## src/rtl/spi_regport.sv

```systemverilog
module spi_regport #(
  parameter int AW   = 7,
  parameter int DW   = 8,
  parameter int SYNC = 2
) (
  input  logic          clk_i,
  input  logic          rst_ni,
  input  logic          rdy_i,
  input  logic          spi_sck_i,
  input  logic          spi_sdi_i,
  input  logic          spi_csn_i,
  output logic          spi_sdo_o,
  output logic          spi_sdo_oe_o,
  output logic          wr_stb_o,
  output logic [AW-1:0] wr_addr_o,
  output logic [DW-1:0] wr_data_o,
  input  logic [AW-1:0] core_raddr_i,
  output logic [DW-1:0] core_rdata_o
);
  localparam int DEPTH = 1 << AW;
  localparam int BCW   = $clog2(DW);
  localparam logic [BCW-1:0] LAST = BCW'(DW - 1);

  logic [SYNC:0]   sck_p;
  logic [SYNC-1:0] sdi_p, csn_p;
  logic            sck_rise, sck_fall, sdi_s, csn_s;

  always_ff @(posedge clk_i or negedge rst_ni)
    if (!rst_ni) begin
      sck_p <= '0;
      sdi_p <= '0;
      csn_p <= '1;
    end else begin
      sck_p <= {sck_p[SYNC-1:0], spi_sck_i};
      sdi_p <= {sdi_p[SYNC-2:0], spi_sdi_i};
      csn_p <= {csn_p[SYNC-2:0], spi_csn_i};
    end

  assign sck_rise = sck_p[SYNC-1] & ~sck_p[SYNC];
  assign sck_fall = ~sck_p[SYNC-1] & sck_p[SYNC];
  assign sdi_s    = sdi_p[SYNC-1];
  assign csn_s    = csn_p[SYNC-1];

  logic [DW-1:0]  regs [DEPTH];
  logic [BCW-1:0] bcnt;
  logic           first_q, wr_q, load_pend, refused_q;
  logic [AW-1:0]  addr_q;
  logic [DW-2:0]  sh_q;
  logic [DW-1:0]  rd_val, tx_q;

  logic [DW-1:0]  in_byte;
  logic           byte_done, wr_nxt, wr_ok;
  logic [AW-1:0]  rd_addr;

  assign in_byte   = {sh_q, sdi_s};
  assign byte_done = sck_rise && (bcnt == LAST);
  assign wr_nxt    = first_q ? in_byte[DW-1] : wr_q;
  assign rd_addr   = first_q ? in_byte[AW-1:0] : addr_q + 1'b1;
  assign wr_ok     = wr_q && !refused_q && rdy_i;

  always_ff @(posedge clk_i or negedge rst_ni)
    if (!rst_ni) begin
      bcnt      <= '0;
      first_q   <= 1'b1;
      wr_q      <= 1'b0;
      addr_q    <= '0;
      sh_q      <= '0;
      rd_val    <= '0;
      tx_q      <= '0;
      load_pend <= 1'b0;
      refused_q <= 1'b0;
      wr_stb_o  <= 1'b0;
      wr_addr_o <= '0;
      wr_data_o <= '0;
      for (int i = 0; i < DEPTH; i++) regs[i] <= '0;
    end else begin
      wr_stb_o <= 1'b0;
      if (csn_s) begin
        bcnt      <= '0;
        first_q   <= 1'b1;
        load_pend <= 1'b0;
        tx_q      <= '0;
        refused_q <= ~rdy_i;
      end else begin
        if (!rdy_i) refused_q <= 1'b1;
        if (sck_rise) begin
          sh_q <= in_byte[DW-2:0];
          bcnt <= bcnt + 1'b1;
        end
        if (byte_done) begin
          if (first_q) begin
            first_q <= 1'b0;
            wr_q    <= in_byte[DW-1];
            addr_q  <= in_byte[AW-1:0];
          end else begin
            addr_q <= addr_q + 1'b1;
            if (wr_ok) begin
              regs[addr_q] <= in_byte;
              wr_stb_o     <= 1'b1;
              wr_addr_o    <= addr_q;
              wr_data_o    <= in_byte;
            end
          end
          if (!wr_nxt) begin
            rd_val    <= regs[rd_addr];
            load_pend <= 1'b1;
          end
        end
        if (sck_fall) begin
          if (load_pend) begin
            tx_q      <= rd_val;
            load_pend <= 1'b0;
          end else begin
            tx_q <= {tx_q[DW-2:0], 1'b0};
          end
        end
      end
    end

  assign spi_sdo_o    = tx_q[DW-1];
  assign spi_sdo_oe_o = ~spi_csn_i & rdy_i & ~refused_q;
  assign core_rdata_o = regs[core_raddr_i];

  a_r2_write_lands: assert property (@(posedge clk_i) disable iff (!rst_ni)
    wr_stb_o |=> regs[$past(wr_addr_o)] == $past(wr_data_o));

  a_r10_single_pulse: assert property (@(posedge clk_i) disable iff (!rst_ni)
    wr_stb_o |=> !wr_stb_o);

  a_r8_ready_at_commit: assert property (@(posedge clk_i) disable iff (!rst_ni)
    wr_stb_o |-> $past(rdy_i));

  a_r5_frame_restart: assert property (@(posedge clk_i) disable iff (!rst_ni)
    $fell(csn_s) |-> (bcnt == '0) && first_q && !load_pend);

  a_r3_data_ready_in_time: assert property (@(posedge clk_i) disable iff (!rst_ni)
    (sck_rise && !csn_s) |-> !load_pend);
endmodule

```

## config.mk

```make
export PLATFORM = sky130hd
export DESIGN_NAME = spi_regport
export DESIGN_NICKNAME = d
export VERILOG_FILES = /design/src/rtl/spi_regport.sv
export SDC_FILE = /design/constraint.sdc
export NUM_CORES = 2
export LEC_CHECK = 0
export ABC_AREA = 1
export BUFFER_PORTS_ARGS = -buffer_cell sky130_fd_sc_hd__buf_2
export CORE_MARGIN = 2
export CORE_UTILIZATION = 25
export CTS_CLUSTER_DIAMETER = 120
export DETAILED_ROUTE_END_ITERATION = 8
export HOLD_SLACK_MARGIN = 0.05
export PLACE_DENSITY_LB_ADDON = 0.12
export SYNTH_ARGS = -nofsm -noshare
export SYNTH_HDL_FRONTEND = slang
export SYNTH_SLANG_ARGS = --single-unit
```

## constraint.sdc

```tcl
create_clock -name clk_i -period 2.6 [get_ports clk_i]
set_clock_uncertainty 0.15 [all_clocks]
set_input_delay 0.13 -clock clk_i [delete_from_list [all_inputs] [get_ports clk_i]]
set_output_delay 0.13 -clock clk_i [all_outputs]
set_load 0.02 [all_outputs]
```

==> results.toml <==
[run_status]
outcome = "finished with violations"
violations = "negative setup slack"

[critical_path]
r2r-end = "rd_val[3]"
reg2reg_slack_ps = -150
critPathMaxFanout = 2
critPathCaptureType = "output pin"
cp.arrival_ps = 2890
rr_worst_depth = 18
crit_required_ps = 2320
startpoint_type = "flip-flop"
path_class = "flip-flop to output pin"
rr_startpoint = "first_q"

[timing]
slew-limit-headroom = 0.3711
rsz0062_at_grt = "true"
slew_viol_final = 0
finalSetupViolCount = 16
worst_pin_slew_ps = 943.4
finalHoldViolCount = 0
period_share = 1.220
whs_ps = 204.8
finalWorstSetupSlack_ps = -572.3
layout_min_cycle_time_ps = 3172
fmax_mhz = 315.2

[floorplan]
num_rows = 181
chipWidth_um = 499.7
die_y_um = 499.7
start_util = 0.2520
core_um2 = 243700
dieArea_um2 = 249700
ios = 39

[clock_network]
clk_path_buf_depth = 3
clk-insertion-delay-late_ps = 810
cts_buffers = 140
cts_tree = "done"
clock_sinks = 1084
htreeDepth = 4
root_buffer = "clkbuf_16"
path_clk_slew_ps = 60

[synthesis]
syn-num-nets = 8894
syn_inst = 8878
avgSynthCellArea_um2 = 6.918
yosysSeqAreaShare = 0.4417
syn_area_um2 = 61420
yosys_warnings = 0
synth_seq_cells = 1084
yosys.cell_types.count = 32

[min_path]
hold_depth = 0
worstHoldStart = "sck_p[0]"
min_to = "sck_p[1]"
hold_class = "flip-flop to flip-flop"

[power_and_ir_drop]
power_density_nw_per_um2 = 615.4
peakVddDrop_uv = 781.0
p_leak_nw = 35.31

[layout]
syn2layout_area_growth_pct = 32.99
drive_above_1_share = 0.1796
nets = 9298
fill_cells = 25879
multi_input_area_um2 = 30870
finalNonFillerCells = 12588
register_area_um2 = 27130

[global_routing]
grt_antenna_before_repair = 7
grt_use_total = 0.2328
grt-ovfl-total = 0
grt_pass1_wl_mm = 432.1
first_global_vias = 59801
grt_max_degree = 116

[placement]
portBuffers = 38
dp.final_hpwl_mm = 198.2
gp_congestion = 0.9291
place_inst = 12170

[route]
drt_iter0_drc = 6865
dr_total_vias = 63357
viasPerCell = 5.033
wire_per_inst_um = 23.94
ant_nets = 0
drc = 0
first_pass_iters = 6
routed_wl_mm = 301.4

[flow_run]
drv_cap = 0
==> cells in the final DEF (no fill, tap or decap), drive strengths merged, types with 3 or more instances in the layout <==
cell type    instances
nand4               34
o211ai              87
clkinv              17
bufinv              15
ha                   3
nor2               335
dfrtp             1081
dlygate4sd3         10
buf                939
o22ai               25
clkinvlp             3
nand3             1093
dfstp                3
clkbuf             229
diode                3
nand2             2395
inv                893
o21ai             1843
nand3b               7
a21oi              359
bufbuf               6
==> cells in the mapped netlist <==
cell type | number | area (um^2)
nor3_1 | 2 | 10.01
o22ai_1 | 25 | 156.4
o31ai_1 | 1 | 7.510
nand3b_1 | 7 | 52.55
o211ai_1 | 87 | 653.1
clkinv_1 | 2 | 7.510
nand4_1 | 34 | 212.7
inv_1 | 883 | 3314
or2_2 | 1 | 6.260
o21ai_2 | 1 | 8.760
o21ai_0 | 1833 | 9174
a21oi_1 | 358 | 1792
buf_1 | 56 | 210.2
inv_2 | 4 | 15.01
dfrtp_1 | 1081 | 27050
o21ai_4 | 1 | 16.27
nand3_1 | 1093 | 5470
nand2_1 | 2390 | 8971
nor2_4 | 2 | 22.52
a21oi_2 | 1 | 8.760
nor2_2 | 1 | 6.260
nand2_2 | 5 | 31.28
o21ai_1 | 8 | 40.04
clkbuf_1 | 453 | 1700
a22o_1 | 2 | 17.52
nor2_1 | 332 | 1246
dfstp_2 | 3 | 78.83
ha_1 | 3 | 37.54
buf_6 | 1 | 11.26
buf_4 | 19 | 142.6
inv_4 | 1 | 6.260
buf_2 | 188 | 940.9
==> layout make-up <==
cell class              instances  share of cell area
multi-input cells            6187              0.3779
flip-flops and latches       1084              0.3322
repair buffers                979              0.1399
clock buffers                 205             0.05125
well taps                    3202             0.04905
inverters                     890             0.04197
clock inverters                38            0.007613
diodes                          3          0.00009191
==> per-layer routing <==
layer	part of all wire	up-vias	track usage	routed length (um)
li1	-	29808	-	-
met1	0.46	31033	0.3289	138600
met2	0.45	2125	0.3627	134500
met3	0.060	387	0.03381	18050
met4	0.034	4	0.07772	10200
met5	0.000070	-	0	21
==> metrics by stage <==
stage | setup WS [ps] | setup TNS (ps) | instance area (um^2) | util | power (mW)
2_1_floorplan | 357.3 | 0 | 61420 | - | 21.30
3_3_place_gp | -568.1 | -7675 | 70720 | 0.2902 | 27.13
3_5_place_dp | -525.7 | -7011 | 70720 | 0.2902 | 27.08
4_1_cts | -622.1 | -5192 | 78860 | 0.3236 | 49.63
5_1_grt | -588.7 | -5656 | 81680 | 0.3352 | 51.95
6_report | -572.3 | -4632 | 81680 | 0.3352 | 50.27
==> cell families after synthesis <==
family          after synthesis  synth area share
flops                      1084            0.4417
compound gates             2317            0.1933
simple gates               3867            0.2610
fa+ha+maj                     3         0.0006112
buf+inv                    1607            0.1034
==> critical path: stages, from the launching register on <==
cell and delay, ps:
dfrtp_1 350, inv_1 60, a21oi_1 110, o21ai_1 90, o21ai_1 130, o21ai_1 120
o211ai_1 530, nand3_1 260, nand2_4 150, nand2_2 70, nand2_4 100, buf_6 120
==> sequential cells by signal (all words and copies together), names as in the netlist <==
register,count
regs,1024
rd_val,8
tx_q,8
wr_data_o,8
addr_q,7
sh_q,7
wr_addr_o,7
bcnt,3
sck_p,3
csn_p,2
sdi_p,2
first_q,1
load_pend,1
refused_q,1
wr_q,1
wr_stb_o,1
==> worst max path at each step <==
| stage | from | endpoint | slack, ps | cells past startpoint |
|---|---|---|---|---|
| 5_1_grt | regs[566] | core_rdata_o[6] | -590 | 12 |
| 3_5_place_dp | first_q | rd_val[3] | -530 | 13 |
| 2_1_floorplan | addr_q[1] | rd_val[4] | 360 | 13 |
| 3_3_place_gp | addr_q[0] | rd_val[3] | -570 | 13 |
| 4_1_cts | regs[534] | core_rdata_o[6] | -620 | 12 |
| 6_report | regs[979] | core_rdata_o[3] | -570 | 11 |
==> power breakdown <==
group          internal (mW)  switching [mW]  total, mW
Clock                   12.6            8.21       20.8
Sequential              16.9          0.0449       17.0
Combinational           4.16            8.34       12.5
Total                   33.7            16.6       50.3
==> repair_timing <==
item	CTS	global route
pin swaps	109	212
hold endpoints to repair	1088	0
hold buffers	11	0
setup buffers	70	56
endpoints found under the setup margin	52	90
gates resized for setup	443	440
gates cloned	22	27
Note: power is estimated with default switching activity, not from simulation.
